<file path="src/rtl/edge_irq_pkg.sv">
package edge_irq_pkg;
  // register offsets on the access bus
  localparam int unsigned OFS_DIN  = 0;
  localparam int unsigned OFS_IE   = 1;
  localparam int unsigned OFS_FLAG = 2;

  typedef struct packed {
    logic din;
    logic ie;
    logic flag;
  } wr_sel_t;
endpackage

</file>
<file path="src/rtl/eip_rst_sync.sv">
module eip_rst_sync #(
  parameter int unsigned STAGES = 2
) (
  input  logic clk,
  input  logic rst_n,
  output logic rst_core_n
);
  logic [STAGES-1:0] sh_q;
  logic [STAGES-1:0] sh_d;

  always_comb begin
    sh_d = {sh_q[STAGES-2:0], 1'b1};
  end

  always_ff @(posedge clk or negedge rst_n) begin
    if (!rst_n) sh_q <= '0;
    else        sh_q <= sh_d;
  end

  assign rst_core_n = sh_q[STAGES-1];
endmodule

</file>
<file path="src/rtl/eip_pin_sync.sv">
module eip_pin_sync #(
  parameter int unsigned WIDTH  = 8,
  parameter int unsigned STAGES = 2
) (
  input  logic             clk,
  input  logic             rst_n,
  input  logic [WIDTH-1:0] pin_async,
  output logic [WIDTH-1:0] pin_sync
);
  for (genvar g = 0; g < WIDTH; g++) begin : g_bit
    logic [STAGES-1:0] chain_q;
    logic [STAGES-1:0] chain_d;

    always_comb begin
      chain_d = {chain_q[STAGES-2:0], pin_async[g]};
    end

    // idle level is high so a released reset never looks like a fall
    always_ff @(posedge clk or negedge rst_n) begin
      if (!rst_n) chain_q <= '1;
      else        chain_q <= chain_d;
    end

    assign pin_sync[g] = chain_q[STAGES-1];
  end
endmodule

</file>
<file path="src/rtl/eip_edge_flags.sv">
module eip_edge_flags #(
  parameter int unsigned WIDTH = 8
) (
  input  logic             clk,
  input  logic             rst_n,
  input  logic [WIDTH-1:0] pin_sync,
  input  logic [WIDTH-1:0] din_en,
  input  logic [WIDTH-1:0] clr_mask,
  output logic [WIDTH-1:0] fall,
  output logic [WIDTH-1:0] flags
);
  logic [WIDTH-1:0] prev_q;
  logic [WIDTH-1:0] flags_q;
  logic [WIDTH-1:0] flags_d;

  // qualify the edge rather than the level: toggling the enable never fakes a fall
  always_comb begin
    fall    = prev_q & ~pin_sync & din_en;
    flags_d = (flags_q & ~clr_mask) | fall;
  end

  always_ff @(posedge clk or negedge rst_n) begin
    if (!rst_n) begin
      prev_q  <= '1;
      flags_q <= '0;
    end else begin
      prev_q  <= pin_sync;
      flags_q <= flags_d;
    end
  end

  assign flags = flags_q;
endmodule

</file>
<file path="src/rtl/eip_regbus.sv">
module eip_regbus
  import edge_irq_pkg::*;
#(
  parameter int unsigned WIDTH  = 8,
  parameter int unsigned ADDR_W = 2
) (
  input  logic              clk,
  input  logic              rst_n,
  input  logic              sel,
  input  logic              we,
  input  logic [ADDR_W-1:0] addr,
  input  logic [WIDTH-1:0]  wdata,
  input  logic [WIDTH-1:0]  flags,
  output logic [WIDTH-1:0]  rdata,
  output logic [WIDTH-1:0]  din_en,
  output logic [WIDTH-1:0]  irq_en,
  output logic [WIDTH-1:0]  clr_mask
);
  localparam logic [ADDR_W-1:0] A_DIN  = ADDR_W'(OFS_DIN);
  localparam logic [ADDR_W-1:0] A_IE   = ADDR_W'(OFS_IE);
  localparam logic [ADDR_W-1:0] A_FLAG = ADDR_W'(OFS_FLAG);

  wr_sel_t          wr;
  logic [WIDTH-1:0] din_q, din_d;
  logic [WIDTH-1:0] ie_q, ie_d;

  always_comb begin
    wr.din  = sel && we && (addr == A_DIN);
    wr.ie   = sel && we && (addr == A_IE);
    wr.flag = sel && we && (addr == A_FLAG);
  end

  always_comb begin
    din_d = din_q;
    ie_d  = ie_q;
    if (wr.din) din_d = wdata;
    if (wr.ie)  ie_d  = wdata;
  end

  always_ff @(posedge clk or negedge rst_n) begin
    if (!rst_n) begin
      din_q <= '0;
      ie_q  <= '0;
    end else begin
      din_q <= din_d;
      ie_q  <= ie_d;
    end
  end

  assign clr_mask = wr.flag ? wdata : '0;
  assign din_en   = din_q;
  assign irq_en   = ie_q;

  always_comb begin
    if      (addr == A_DIN)  rdata = din_q;
    else if (addr == A_IE)   rdata = ie_q;
    else if (addr == A_FLAG) rdata = flags;
    else                     rdata = '0;
  end
endmodule

</file>
<file path="src/rtl/edge_irq_port.sv">
module edge_irq_port #(
  parameter int unsigned WIDTH       = 8,
  parameter int unsigned ADDR_W      = 2,
  parameter int unsigned SYNC_STAGES = 2,
  parameter int unsigned RST_STAGES  = 2
) (
  input  logic              clk,
  input  logic              rst_n,
  input  logic [WIDTH-1:0]  pin_i,
  input  logic              bus_sel_i,
  input  logic              bus_we_i,
  input  logic [ADDR_W-1:0] bus_addr_i,
  input  logic [WIDTH-1:0]  bus_wdata_i,
  output logic [WIDTH-1:0]  bus_rdata_o,
  output logic              irq_o
);
  logic             rst_core_n;
  logic [WIDTH-1:0] pin_s;
  logic [WIDTH-1:0] din_en;
  logic [WIDTH-1:0] irq_en;
  logic [WIDTH-1:0] clr_mask;
  logic [WIDTH-1:0] fall;
  logic [WIDTH-1:0] flags;

  eip_rst_sync #(.STAGES(RST_STAGES)) u_rst (
    .clk        (clk),
    .rst_n      (rst_n),
    .rst_core_n (rst_core_n)
  );

  eip_pin_sync #(.WIDTH(WIDTH), .STAGES(SYNC_STAGES)) u_sync (
    .clk       (clk),
    .rst_n     (rst_core_n),
    .pin_async (pin_i),
    .pin_sync  (pin_s)
  );

  eip_edge_flags #(.WIDTH(WIDTH)) u_flags (
    .clk      (clk),
    .rst_n    (rst_core_n),
    .pin_sync (pin_s),
    .din_en   (din_en),
    .clr_mask (clr_mask),
    .fall     (fall),
    .flags    (flags)
  );

  eip_regbus #(.WIDTH(WIDTH), .ADDR_W(ADDR_W)) u_bus (
    .clk      (clk),
    .rst_n    (rst_core_n),
    .sel      (bus_sel_i),
    .we       (bus_we_i),
    .addr     (bus_addr_i),
    .wdata    (bus_wdata_i),
    .flags    (flags),
    .rdata    (bus_rdata_o),
    .din_en   (din_en),
    .irq_en   (irq_en),
    .clr_mask (clr_mask)
  );

  assign irq_o = |(flags & irq_en);
endmodule

</file>
<file path="config.mk">
export PLATFORM = sky130hd
export DESIGN_NAME = edge_irq_port
export DESIGN_NICKNAME = d
export VERILOG_FILES = /design/src/rtl/edge_irq_pkg.sv /design/src/rtl/eip_rst_sync.sv /design/src/rtl/eip_pin_sync.sv /design/src/rtl/eip_edge_flags.sv /design/src/rtl/eip_regbus.sv /design/src/rtl/edge_irq_port.sv
export SDC_FILE = /design/constraint.sdc
export NUM_CORES = 1
export LEC_CHECK = 0
export CAP_MARGIN = 40
export CORE_MARGIN = 2
export CORE_UTILIZATION = 40
export CTS_CLUSTER_SIZE = 8
export DETAILED_ROUTE_END_ITERATION = 10
export SYNTH_ARGS = -nofsm -noshare
export SYNTH_HDL_FRONTEND = slang
export SYNTH_SLANG_ARGS = --single-unit
</file>
<file path="constraint.sdc">
create_clock -name clk -period 1.7 [get_ports clk]
set_input_delay 0.425 -clock clk [delete_from_list [all_inputs] [get_ports clk]]
set_output_delay 0.425 -clock clk [all_outputs]
set_load 0.005 [all_outputs]
</file>
== Word-level counts from Yosys, hierarchy flattened ==
Cells that the tools add are included.
Word-level totals
  register bits after elaboration: 50
  input bits: 22
  output and inout port bits: 9
  word-level logic and storage cells: 32
Cells by class
  equality and inequality tests: 2
  mux-type cells: 4
  bitwise logic cells: 7
  reduce and logical (&&, ||, !) cells: 6
Operators with widths (number)
  8-bit bitwise AND: 4
  8-bit 2-to-1 mux: 4
  8-bit inverter: 2
  8-bit OR: 1
  8-bit OR reduction: 1
  1-bit logical AND: 4
  2-bit by 1-bit equality test with 1-bit output, second input constant: 1
  2-bit equality test, second input constant: 1
  2-bit zero test: 1

== Longest topological paths before layout ==
Gate-level depths: netlist (run 1).
  depth in word-level cells: 6
  gate-level depth with buffers: 4
  gate-level depth less buffers: 2

== By module ==
Synthesis (run 1) repeated with hierarchy kept, for this count alone.
Unflattened totals
  cell total of the unflattened synthesis: 144
  area total of the unflattened synthesis: 2074.5 um2
By module, submodules not included
  eip_regbus: times used 1, cells each 64, area each 903.4 um2, sequential area each 400.4 um2
  eip_edge_flags: times used 1, cells each 48, area each 600.6 um2, sequential area each 410.4 um2
  eip_pin_sync: times used 1, cells each 24, area each 480.5 um2, sequential area each 420.4 um2
  eip_rst_sync: times used 1, cells each 3, area each 53.8 um2, sequential area each 50.0 um2
  edge_irq_port: times used 1, cells each 5, area each 36.3 um2, sequential area each 0.0 um2

== Least setup slack after synthesis (run 1) ==
No wires, ideal clock.
  kind: in2out
  from: in bus_addr_i[1]
  to: out bus_rdata_o[0]
  data arrival time: 1.039 ns
  required time: 1.275 ns
  setup slack: 0.236 ns
  stages on the path: 4
  path buffers: 2
  cell sequence: buf_6 and2b_2 buf_2 o2bb2ai_1
Between the ends
  longest elaborated chain between the ends: 4
  elaborated cells between the ends (all ways): 6
  classes of those cells: eq/ne: 2; mux: 3; reduce/logical: 1
RTL lines
  start: declaration: RTL line edge_irq_port.sv:12  | input logic [ADDR_W-1:0] bus_addr_i,
  2-bit equality test: RTL line eip_regbus.sv:57  | else if (addr == A_FLAG) rdata = flags;
  8-bit 2-to-1 mux: RTL line eip_regbus.sv:57
  8-bit 2-to-1 mux: RTL line eip_regbus.sv:56  | else if (addr == A_IE) rdata = ie_q;
  8-bit 2-to-1 mux *: RTL line eip_regbus.sv:55  | if (addr == A_DIN) rdata = din_q;
  end: declaration: RTL line edge_irq_port.sv:14  | output logic [WIDTH-1:0] bus_rdata_o,
Mark *: on every way between the ends. The rest lies on a longest branch, timed or not.

== Worst setup path after layout (run 1) ==
  from: in bus_addr_i[1]
  to: out bus_rdata_o[1]
Same word-level chain as after synthesis.

==> results of run 1 <==
-- sequential cells by signal, summed over array words and instances (netlist names) --
name and count:
u_bus.din_en 8, u_flags.flags 8, u_flags.prev_q 8, u_rst.sh_q 2, u_bus.irq_en 8, u_sync.g_bit.chain_q 16
-- cell usage after synthesis --
master	n
buf_6	2
nand4_1	1
nand2b_1	8
conb_1	1
mux2i_1	8
and2b_2	1
inv_1	8
mux2_2	15
mux2_4	1
o211ai_1	8
and4bb_1	1
nand4b_4	1
o2bb2ai_1	8
dfstp_2	24
dfrtp_1	26
buf_4	1
nand3b_1	8
a22oi_1	4
and4b_2	1
buf_2	2
-- through the flow --
step | setup WS, ns | setup TNS (ns)
floorplan | 0.236 | 0
global placement | -0.586 | -7.55
detailed placement | -0.616 | -8.47
CTS | 0.00457 | 0
global route | -0.0105 | -0.0255
finish | 0.0283 | 0
-- worst min path at each step --
| stage | startpoint | to | depth (start not counted) |
|---|---|---|---|
| after global routing | rst_n | u_rst.sh_q[1]$_DFF_PN0_ | 1 |
| after global placement | u_rst.sh_q[0]$_DFF_PN0_ | u_rst.sh_q[1]$_DFF_PN0_ | 0 |
| after CTS | rst_n | u_rst.sh_q[0]$_DFF_PN0_ | 1 |
| after floorplan | rst_n | u_rst.sh_q[0]$_DFF_PN0_ | 0 |
| final | rst_n | u_rst.sh_q[0]$_DFF_PN0_ | 1 |
| after detailed placement | u_rst.sh_q[0]$_DFF_PN0_ | u_rst.sh_q[1]$_DFF_PN0_ | 0 |
-- layout make-up --
cell class                 instances  area share (%)
clock buffer                       8            3.18
inverter                           8            1.19
multi-input combinational         66            25.7
sequential                        50            50.9
tap                               67            3.33
timing repair buffer              44            15.7
-- worst max-delay path: stages --
cell       delay, ns
buf_2           0.12
and2b_4         0.27
buf_12          0.11
buf_6           0.09
o2bb2ai_1       0.10
buf_2           0.13
-- power groups by stage --
stage                     Combinational (mW)  Clock, mW  Sequential (mW)
after detailed placement               0.360          0             1.45
final                                  0.378      0.642             1.43
after global placement                 0.351          0             1.44
after CTS                              0.377      0.677             1.43
after global routing                   0.416      0.736             1.45
after floorplan                        0.190          0             1.43
-- layout by cell type (no fill, tap or decap), types with 3 or more instances in the layout --
cell type / netlist / routed
clkbuf_2: 0 / 4
o2bb2ai_1: 8 / 3
o211ai_1: 8 / 8
clkdlybuf4s50_1: 0 / 19
nand2b_1: 8 / 8
o2bb2ai_2: 0 / 5
dfstp_2: 24 / 24
dfrtp_1: 26 / 25
clkbuf_1: 0 / 3
mux2_2: 15 / 15
clkbuf_8: 0 / 5
nand3b_1: 8 / 8
buf_6: 2 / 5
mux2i_1: 8 / 7
buf_4: 1 / 7
inv_1: 8 / 8
buf_2: 2 / 7
-- kinds of logic after synthesis --
family,synth area share (%)
and+or+nand+nor,8.85
other,0.192
buffers and inverters,3.59
DFF,65.6
muxes,13.5
AOI/OAI and AO/OA,8.21
-- routing by layer --
layer	routed length (um)	track usage, %	up-vias
met5	0	0	-
met4	56	6.06	0
met3	214	4.25	6
met2	1760	24.9	32
met1	1670	20.5	612
li1	-	-	549
-- what timing repair did --
item	CTS	global route
buffers inserted	7	0
resized for setup	46	8
pin swaps	1	2
setup endpoints to repair	9	9
==> summary.txt, run 1 <==
status -> complete, no violations
fraction of layout cells with a size suffix above 1 -> 46.6%
WL/cell -> 15.2 um
number of global-route vias before repair -> 1281
clock root cell -> clkbuf_8
Tot GR Track Use -> 15.7%
dpl hpwl -> 2470 um
Fmax -> 598 MHz
Worst setup startpoint -> bus_addr_i[1]
Final ANT Viol Nets -> 0
WL final -> 3700 um
first-pass GRT wire length -> 6220 um
CP Capture Type -> output port
clock power share -> 26.2%
RR Startpoint -> u_bus.irq_en[5]$_DFFE_PN0P_
switching share of power -> 24.2%
Max Clock Skew -> 0.00759 ns
layout-stage area growth over the synthesis result -> 29.0%
Overflow after GRT -> 0
Initial Utilization -> 41.3%
leakage -> 1.09 nW
Ant. Diodes -> 0
Synth Cell Area -> 0.00195 sq mm
Final Hold Violating Endpoints -> 0
Mapped Avg Cell Area -> 15.1 sq um
CTS tree -> built
P per Cell Area -> 975 mW/mm^2
Critical Path RT -> 1.27 ns
clock buffer count from CTS -> 5
dpl cells -> 228
initial drt markers -> 43
DRC viols -> 0
reg2reg setup slack -> 0.79 ns
Logic pwr share -> 15.4%
Gate Count Post-Synth -> 129
setup violators final -> 0
footprint of the multi-input gates -> 647 sq um
core area -> 0.00472 sq mm
vias per inst -> 4.93
fillers -> 408
H-tree level count -> 2
largest net degree at the start of global routing -> 40
net switching power figure -> 0.593 mW
Placed Area -> 0.00236 sq mm
Die ar. -> 0.00545 sq mm
Worst R2R End -> u_bus.irq_en[5]$_DFFE_PN0P_
crit path to -> bus_rdata_o[1]
yosys warns -> 0
Synth area leader -> dfrtp_1
Die H -> 73.9 um
Max IR drop VDD -> 0.641 mV
RSZ-0062 raised after global routing -> yes
CP Launch Type -> input port
fin util -> 53.3%
Worst Path Arrival -> 1.25 ns
cell area after layout -> 0.00252 sq mm
worst skew pair latency -> 0.29 ns
I/O pins -> 31
Final Slew Violations -> 0
Port Buffer Count -> 30
post-route minimum period -> 1.67 ns
CTS Hold Bufs -> 0
Fin Hold WS -> 0.286 ns
first-pass iteration count of the detailed router -> 4
#FFs+latches synth -> 50
top cell type's share of synthesized area -> 33.3%
FF/Latch Area -> 0.00128 sq mm
Vias -> 1199
Synth Net Count -> 151
die width -> 73.9 um
Rows -> 25
final cell count without fillers -> 243
Reg power frac -> 58.4%
number of cells on the worst reg-to-reg path -> 2
period utilization -> 98.3%
MaxCap Viol Count -> 0
Clk pin slew, worst setup/hold paths -> 0.08 ns
internal cell power -> 1.86 mW
CTS Sinks -> 50
RD Place Congestion -> 0.768
overall power -> 2.45 mW
sequential share of the synthesized area -> 65.6%
library cells used by synthesis -> 20
CTS Buffer Depth -> 2
WS Path Type -> input port to output port
Hold Crit Class -> input port to asynchronous set/reset pin
initial antenna violation count -> 0
Nets -> 197
CP Max Fanout -> 3
synth top area cells -> dfrtp_1 33%, dfstp_2 32%, mux2_2 8.7%, mux2i_1 4.1%, o2bb2ai_1 3.6%
Note: power is estimated with default switching activity, not from simulation.
==> inputs of run 2 (changes only) <==
--- a/config.mk
+++ b/config.mk
@@ -8,8 +8,9 @@
 export CAP_MARGIN = 40
 export CORE_MARGIN = 2
 export CORE_UTILIZATION = 40
-export CTS_CLUSTER_SIZE = 8
+export CTS_CLUSTER_SIZE = 16
 export DETAILED_ROUTE_END_ITERATION = 10
 export SYNTH_ARGS = -nofsm -noshare
 export SYNTH_HDL_FRONTEND = slang
+export SYNTH_HIERARCHICAL = 1
 export SYNTH_SLANG_ARGS = --single-unit
==> constraint.sdc (replaced) <==
create_clock -name clk -period 1.7 [get_ports clk]
set_input_delay 0.425 -clock clk [delete_from_list [all_inputs] [get_ports clk]]
set_output_delay 0.425 -clock clk [all_outputs]
set_load 0.02 [all_outputs]
==> summary.txt, run 2 <==
family with the most delay on the worst path -> buffers and inverters
Largest Register -> u_sync/g_bit.chain_q
Worst R2R End -> u_bus/din_en[7]$_DFFE_PN0P_
core area -> 0.00501 sq mm (+6.1%)
H-tree level count -> 2 (unchanged)
Die ar. -> 0.00570 sq mm (+4.5%)
Worst path depth -> 4 (-2)
Max IR drop VDD -> 0.558 mV (-13%)
number of cells on the worst reg-to-reg path -> 2 (unchanged)
Tot GR Track Use -> 15.7% (-0.043 points)
clock root cell -> clkbuf_8
crit path to -> bus_rdata_o[5]
commonest non-fill, non-tap cell in the layout -> dfrtp_1
first-pass iteration count of the detailed router -> 4 (unchanged)
Synth Cell Area -> 0.00204 sq mm (+4.7%)
setup ws final -> 0.0448 ns (+0.0165 ns)
Nets -> 201 (+2.0%)
vias per inst -> 4.62 (-6.3%)
WL/cell -> 15.5 um (+2.0%)
fraction of layout cells with a size suffix above 1 -> 55.6% (+9.0 points)
Final Hold Violating Endpoints -> 0 (unchanged)
WL final -> 3880 um (+5.0%)
Final ANT Viol Nets -> 0 (unchanged)
setup violators final -> 0 (unchanged)
number of global-route vias before repair -> 1274 (-0.55%)
fin util -> 54.0% (+0.72 points)
layout-stage area growth over the synthesis result -> 32.4%
MaxCap Viol Count -> 0 (unchanged)
period utilization -> 97.4% (-0.97 points)
Max Clock Skew -> 0.00784 ns (+0.000250 ns)
Overflow after GRT -> 0 (unchanged)
CTS tree -> built
crit path cell chain -> dlygate4sd2_1 -> and2b_4 -> o2bb2ai_4 -> buf_6
max FFs per register -> 16 (unchanged)
Port Buffer Count -> 30 (unchanged)
Fin Hold WS -> 0.124 ns (-0.162 ns)
Worst Path Arrival -> 1.23 ns (-0.02 ns)
WS Path Type -> input port to output port
Hold Crit Class -> register to asynchronous set/reset pin
Die H -> 75.5 um (+2.2%)
CTS Hold Bufs -> 0 (unchanged)
status -> complete, no violations
reg2reg setup slack -> 0.81 ns (+0.02 ns)
initial antenna violation count -> 0 (unchanged)
Initial Utilization -> 40.8% (-0.52 points)
commonest non-fill, non-tap cells in the layout -> 25 x dfrtp_1, 24 x dfstp_2, 19 x clkdlybuf4s50_1, 18 x buf_4, 9 x mux2_4
CP Launch Type -> input port
Critical Path RT -> 1.27 ns (about the same)
Fmax -> 604 MHz (+1.0%)
Vias -> 1156 (-3.6%)
worst skew pair latency -> 0.31 ns (+0.02 ns)
Worst setup startpoint -> bus_addr_i[1]
Max stage delay on crit path -> 0.29 ns (+0.02 ns)
Setup WS pre-CTS -> -0.740 ns (-0.123 ns)
CP Max Fanout -> 8 (+5)
RD Place Congestion -> 0.802 (+4.4%)
Buffers & Inverters on Critical Path -> 2 (-2)
DRC viols -> 0 (unchanged)
Worst path slowest cell -> and2b_4
post-route minimum period -> 1.66 ns (-0.0165 ns)
P per Cell Area -> 1120 mW/mm^2 (+15%)
initial drt markers -> 68 (+58%)
Final Slew Violations -> 0 (unchanged)
leakage -> 1.18 nW (+8.0%)
largest net degree at the start of global routing -> 25 (-38%)
RR Startpoint -> u_bus/din_en[7]$_DFFE_PN0P_
Mapped Avg Cell Area -> 15.0 sq um (-0.65%)
first-pass GRT wire length -> 6270 um (+0.67%)
die width -> 75.5 um (+2.2%)
CP Capture Type -> output port
yosys warns -> 6 (+6)
Clk pin slew, worst setup/hold paths -> 0.09 ns (about the same)
CTS Buffer Depth -> 2 (unchanged)
Rows -> 26 (+4.0%)
Ant. Diodes -> 0 (unchanged)
Gate Count Post-Synth -> 136 (+5.4%)
I/O pins -> 31 (unchanged)
Synth Net Count -> 158 (+4.6%)
CTS Sinks -> 50 (unchanged)
clock buffer count from CTS -> 5 (unchanged)
dpl hpwl -> 2630 um (+6.4%)
run 2: cell types whose count changed in the layout (fill, tap and decap cells not counted), moves of 4 or more:
cell      before  now
buf_4          7   18
and2_1         0    8
mux2_2        15    7
mux2_4         1    9
nand2_1        0    8
nand2b_1       8    0
nand3b_1       8    0
o211ai_1       8    0
o22ai_2        0    8
buf_2          7    2
clkbuf_2       4    0
run 2: report_power, final:
group	internal (mW)	total (mW)	leakage, nW	switching, mW
Sequential	1.37	1.49	0.548	0.125
Combinational	0.419	0.706	0.576	0.288
Clock	0.442	0.829	0.0554	0.387
run 2: area by class of cell:
type | count | area, sq um
fill | 433 | 2300
clock inverter | 2 | 38.8
clock buffer | 6 | 72.6
tap | 70 | 87.6
multi-input combinational | 66 | 752
timing repair buffer | 48 | 443
sequential | 50 | 1280
inverter | 8 | 30.0
run 2: timing repair:
| action | 4_1_cts | 5_1_grt |
|---|---|---|
| pin swaps | 2 | 0 |
| buffers inserted | 0 | 1 |
| endpoints found under the setup margin | 9 | 1 |
| resized for setup | 71 | 2 |
run 2: metal layers:
layer / vias to the layer above / part of all wire [%] / global-route usage [%]
met3: 5 / 4.8 / 5.82
met2: 22 / 50 / 25.0
met4: 0 / 1.7 / 5.85
met5: - / 0 / 0
li1: 545 / - / -
met1: 584 / 44 / 19.5
run 2: worst min-delay path by stage:
| stage | endpoint | slack [ns] |
|---|---|---|
| after floorplan | u_rst/sh_q[0]$_DFF_PN0_ | 0.13 |
| after global placement | u_flags/flags[1]$_DFF_PN0_ | 0.12 |
| after detailed placement | u_flags/flags[1]$_DFF_PN0_ | 0.12 |
| after CTS | u_flags/flags[1]$_DFF_PN0_ | 0.13 |
| after global routing | u_flags/flags[1]$_DFF_PN0_ | 0.15 |
| final | u_flags/flags[1]$_DFF_PN0_ | 0.12 |
run 2: stage by stage:
step	area (sq um)	power, mW	TNS (ns)	std cells
floorplan	2040	1.84	0	136
global placement	2480	2.10	-9.52	241
detailed placement	2480	2.12	-9.62	241
CTS	2690	3.05	0	249
global route	2710	3.18	-0.00317	250
finish	2710	3.03	0	250
==> inputs of run 3 (changes only) <==
--- a/config.mk
+++ b/config.mk
@@ -10,6 +10,7 @@
 export CORE_UTILIZATION = 40
 export CTS_CLUSTER_SIZE = 16
 export DETAILED_ROUTE_END_ITERATION = 10
+export RECOVER_POWER = 25
 export SYNTH_ARGS = -nofsm -noshare
 export SYNTH_HDL_FRONTEND = slang
 export SYNTH_HIERARCHICAL = 1
==> summary.txt, run 3 (same netlist as run 2, synthesis figures left out) <==
status -> complete, no violations
MaxCap Viol Count -> 0 (unchanged)
I/O pins -> 31 (unchanged)
post-route minimum period -> 1.66 ns (+0.000305 ns)
clock power share -> 27.4% (about the same)
crit path cell chain -> dlygate4sd2_1 -> and2b_4 -> o2bb2ai_4 -> buf_6
largest net degree at the start of global routing -> 25 (unchanged)
commonest non-fill, non-tap cells in the layout -> 26 x dfrtp_1, 24 x dfstp_2, 18 x clkdlybuf4s50_1, 18 x buf_4, 9 x mux2_4
Port Buffer Count -> 30 (unchanged)
Fmax -> 604 MHz (about the same)
H-tree level count -> 2 (unchanged)
Vias -> 1163 (+0.61%)
initial drt markers -> 82 (+21%)
fraction of layout cells with a size suffix above 1 -> 55.0% (-0.56 points)
first-pass GRT wire length -> 6270 um (unchanged)
fillers -> 433 (unchanged)
net switching power figure -> 0.797 mW (-0.28%)
CTS tree -> built
WL/cell -> 15.5 um (-0.31%)
RD Place Congestion -> 0.802 (unchanged)
first-pass iteration count of the detailed router -> 4 (unchanged)
leakage -> 1.18 nW (-0.34%)
WL final -> 3870 um (-0.31%)
clock root cell -> clkbuf_8
WS Path Type -> input port to output port
Hold Crit Class -> register to asynchronous set/reset pin
fin util -> 53.7% (-0.32 points)
Final ANT Viol Nets -> 0 (unchanged)
Final Hold Violating Endpoints -> 0 (unchanged)
vias per inst -> 4.65 (+0.61%)
core area -> 0.00501 sq mm (unchanged)
Worst path slowest cell -> and2b_4
Die H -> 75.5 um (unchanged)
layout-stage area growth over the synthesis result -> 31.6%
Rows -> 26 (unchanged)
DRC viols -> 0 (unchanged)
worst skew pair latency -> 0.31 ns (about the same)
max FFs per register -> 16 (unchanged)
Die ar. -> 0.00570 sq mm (unchanged)
Setup WS pre-CTS -> -0.740 ns (unchanged)
number of global-route vias before repair -> 1274 (unchanged)
Max Clock Skew -> 0.00782 ns (-0.0000155 ns)
slew margin rel. -> 62.6%
setup violators final -> 0 (unchanged)
Final Slew Violations -> 0 (unchanged)
Slew @ Worst Pin -> 0.560 ns
Fin Hold WS -> 0.140 ns (+0.0163 ns)
Logic pwr share -> 23.2% (about the same)
period utilization -> 97.4% (about the same)
CP Capture Type -> output port
initial antenna violation count -> 0 (unchanged)
commonest non-fill, non-tap cell in the layout -> dfrtp_1
die width -> 75.5 um (unchanged)
P per Cell Area -> 1120 mW/mm^2 (+0.38%)
Nets -> 201 (unchanged)
CTS Buffer Depth -> 2 (unchanged)
Critical Path RT -> 1.27 ns (about the same)
Clk pin slew, worst setup/hold paths -> 0.09 ns (about the same)
overall power -> 3.02 mW (-0.23%)
CP Max Fanout -> 8 (unchanged)
clock buffer count from CTS -> 5 (unchanged)
switching share of power -> 26.4% (about the same)
CTS Sinks -> 50 (unchanged)
Reg power frac -> 49.4% (about the same)
setup ws final -> 0.0445 ns (-0.000305 ns)
Tot GR Track Use -> 15.7% (unchanged)
Overflow after GRT -> 0 (unchanged)
Max stage delay on crit path -> 0.29 ns (about the same)
Initial Utilization -> 40.8% (unchanged)
Max IR drop VDD -> 0.559 mV (+0.17%)
dpl hpwl -> 2630 um (unchanged)
internal cell power -> 2.23 mW (-0.20%)
Worst Path Arrival -> 1.23 ns (about the same)
Largest Register -> u_sync/g_bit.chain_q
CP Launch Type -> input port
Ant. Diodes -> 0 (unchanged)
## run 3: changes by cell type in the layout (fill, tap and decap cells not counted), sizes merged
cell,before,now
buf,28,27
clkbuf,6,7
clkdlybuf4s50,19,18
dlygate4sd3,0,1
## run 3: final timing paths
kind | startpoint | to | slack (ns) | cells past startpoint
worst max-delay path | bus_addr_i[1] | bus_rdata_o[5] | 0.04 | 4
worst min-delay path | u_rst/sh_q[1]$_DFF_PN0_ | u_flags/flags[1]$_DFF_PN0_ | 0.14 | 0
worst max register to register | u_rst/sh_q[1]$_DFF_PN0_ | u_flags/prev_q[3]$_DFF_PN1_ | 0.70 | 1
worst min register to register | u_rst/sh_q[1]$_DFF_PN0_ | u_flags/flags[1]$_DFF_PN0_ | 0.14 | 0
max in group asynchronous | u_rst/sh_q[1]$_DFF_PN0_ | u_flags/prev_q[3]$_DFF_PN1_ | 0.70 | 1
min in group clk | u_rst/sh_q[0]$_DFF_PN0_ | u_rst/sh_q[1]$_DFF_PN0_ | 0.36 | 0
## run 3: metal layers
metal | vias up | GRT usage (%) | part of all wire (%) | wire length (um)
li1 | 545 | - | - | -
met1 | 590 | 19.5 | 43 | 1670
met2 | 22 | 25.0 | 50 | 1950
met3 | 6 | 5.82 | 4.8 | 186
met4 | 0 | 5.85 | 1.7 | 65
met5 | - | 0 | 0 | 0
## run 3: cell type report
| cell class | instances | area, sq um | share of cell area (%) |
|---|---|---|---|
| repair buffers | 48 | 428 | 15.9 |
| inverters | 8 | 30.0 | 1.12 |
| well taps | 70 | 87.6 | 3.26 |
| multi-input cells | 66 | 752 | 28.0 |
| clock buffers | 6 | 72.6 | 2.70 |
| flip-flops and latches | 50 | 1280 | 47.6 |
| clock inverters | 2 | 38.8 | 1.44 |
## run 3: repair_timing
item | CTS | global route
cloned | 0 | 0
setup endpoints to repair | 9 | 1
setup buffers | 0 | 1
resized for setup | 71 | 2
hold buffers | 0 | 0
pin swaps | 2 | 0
## run 3: critical path, delay by kind of cell
family | cells | cell delay, ns
buffers and inverters | 2 | 0.35
and+or+nand+nor | 1 | 0.29
AOI/OAI and AO/OA | 1 | 0.15
## run 3: stage by stage
| step | std cells | TNS (ns) | cell area (sq um) |
|---|---|---|---|
| floorplan | 136 | 0 | 2040 |
| global placement | 241 | -9.52 | 2480 |
| detailed placement | 241 | -9.62 | 2480 |
| CTS | 249 | 0 | 2690 |
| global route | 250 | -0.00317 | 2690 |
| finish | 250 | 0 | 2690 |
## run 3: power by group through the flow
stage               registers [mW]  logic [mW]  clock network, mW
finish                        1.49       0.702              0.827
global route                  1.51       0.753              0.911
CTS                           1.49       0.698              0.860
detailed placement            1.50       0.619                  0
global placement              1.49       0.607                  0
floorplan                     1.48       0.362                  0
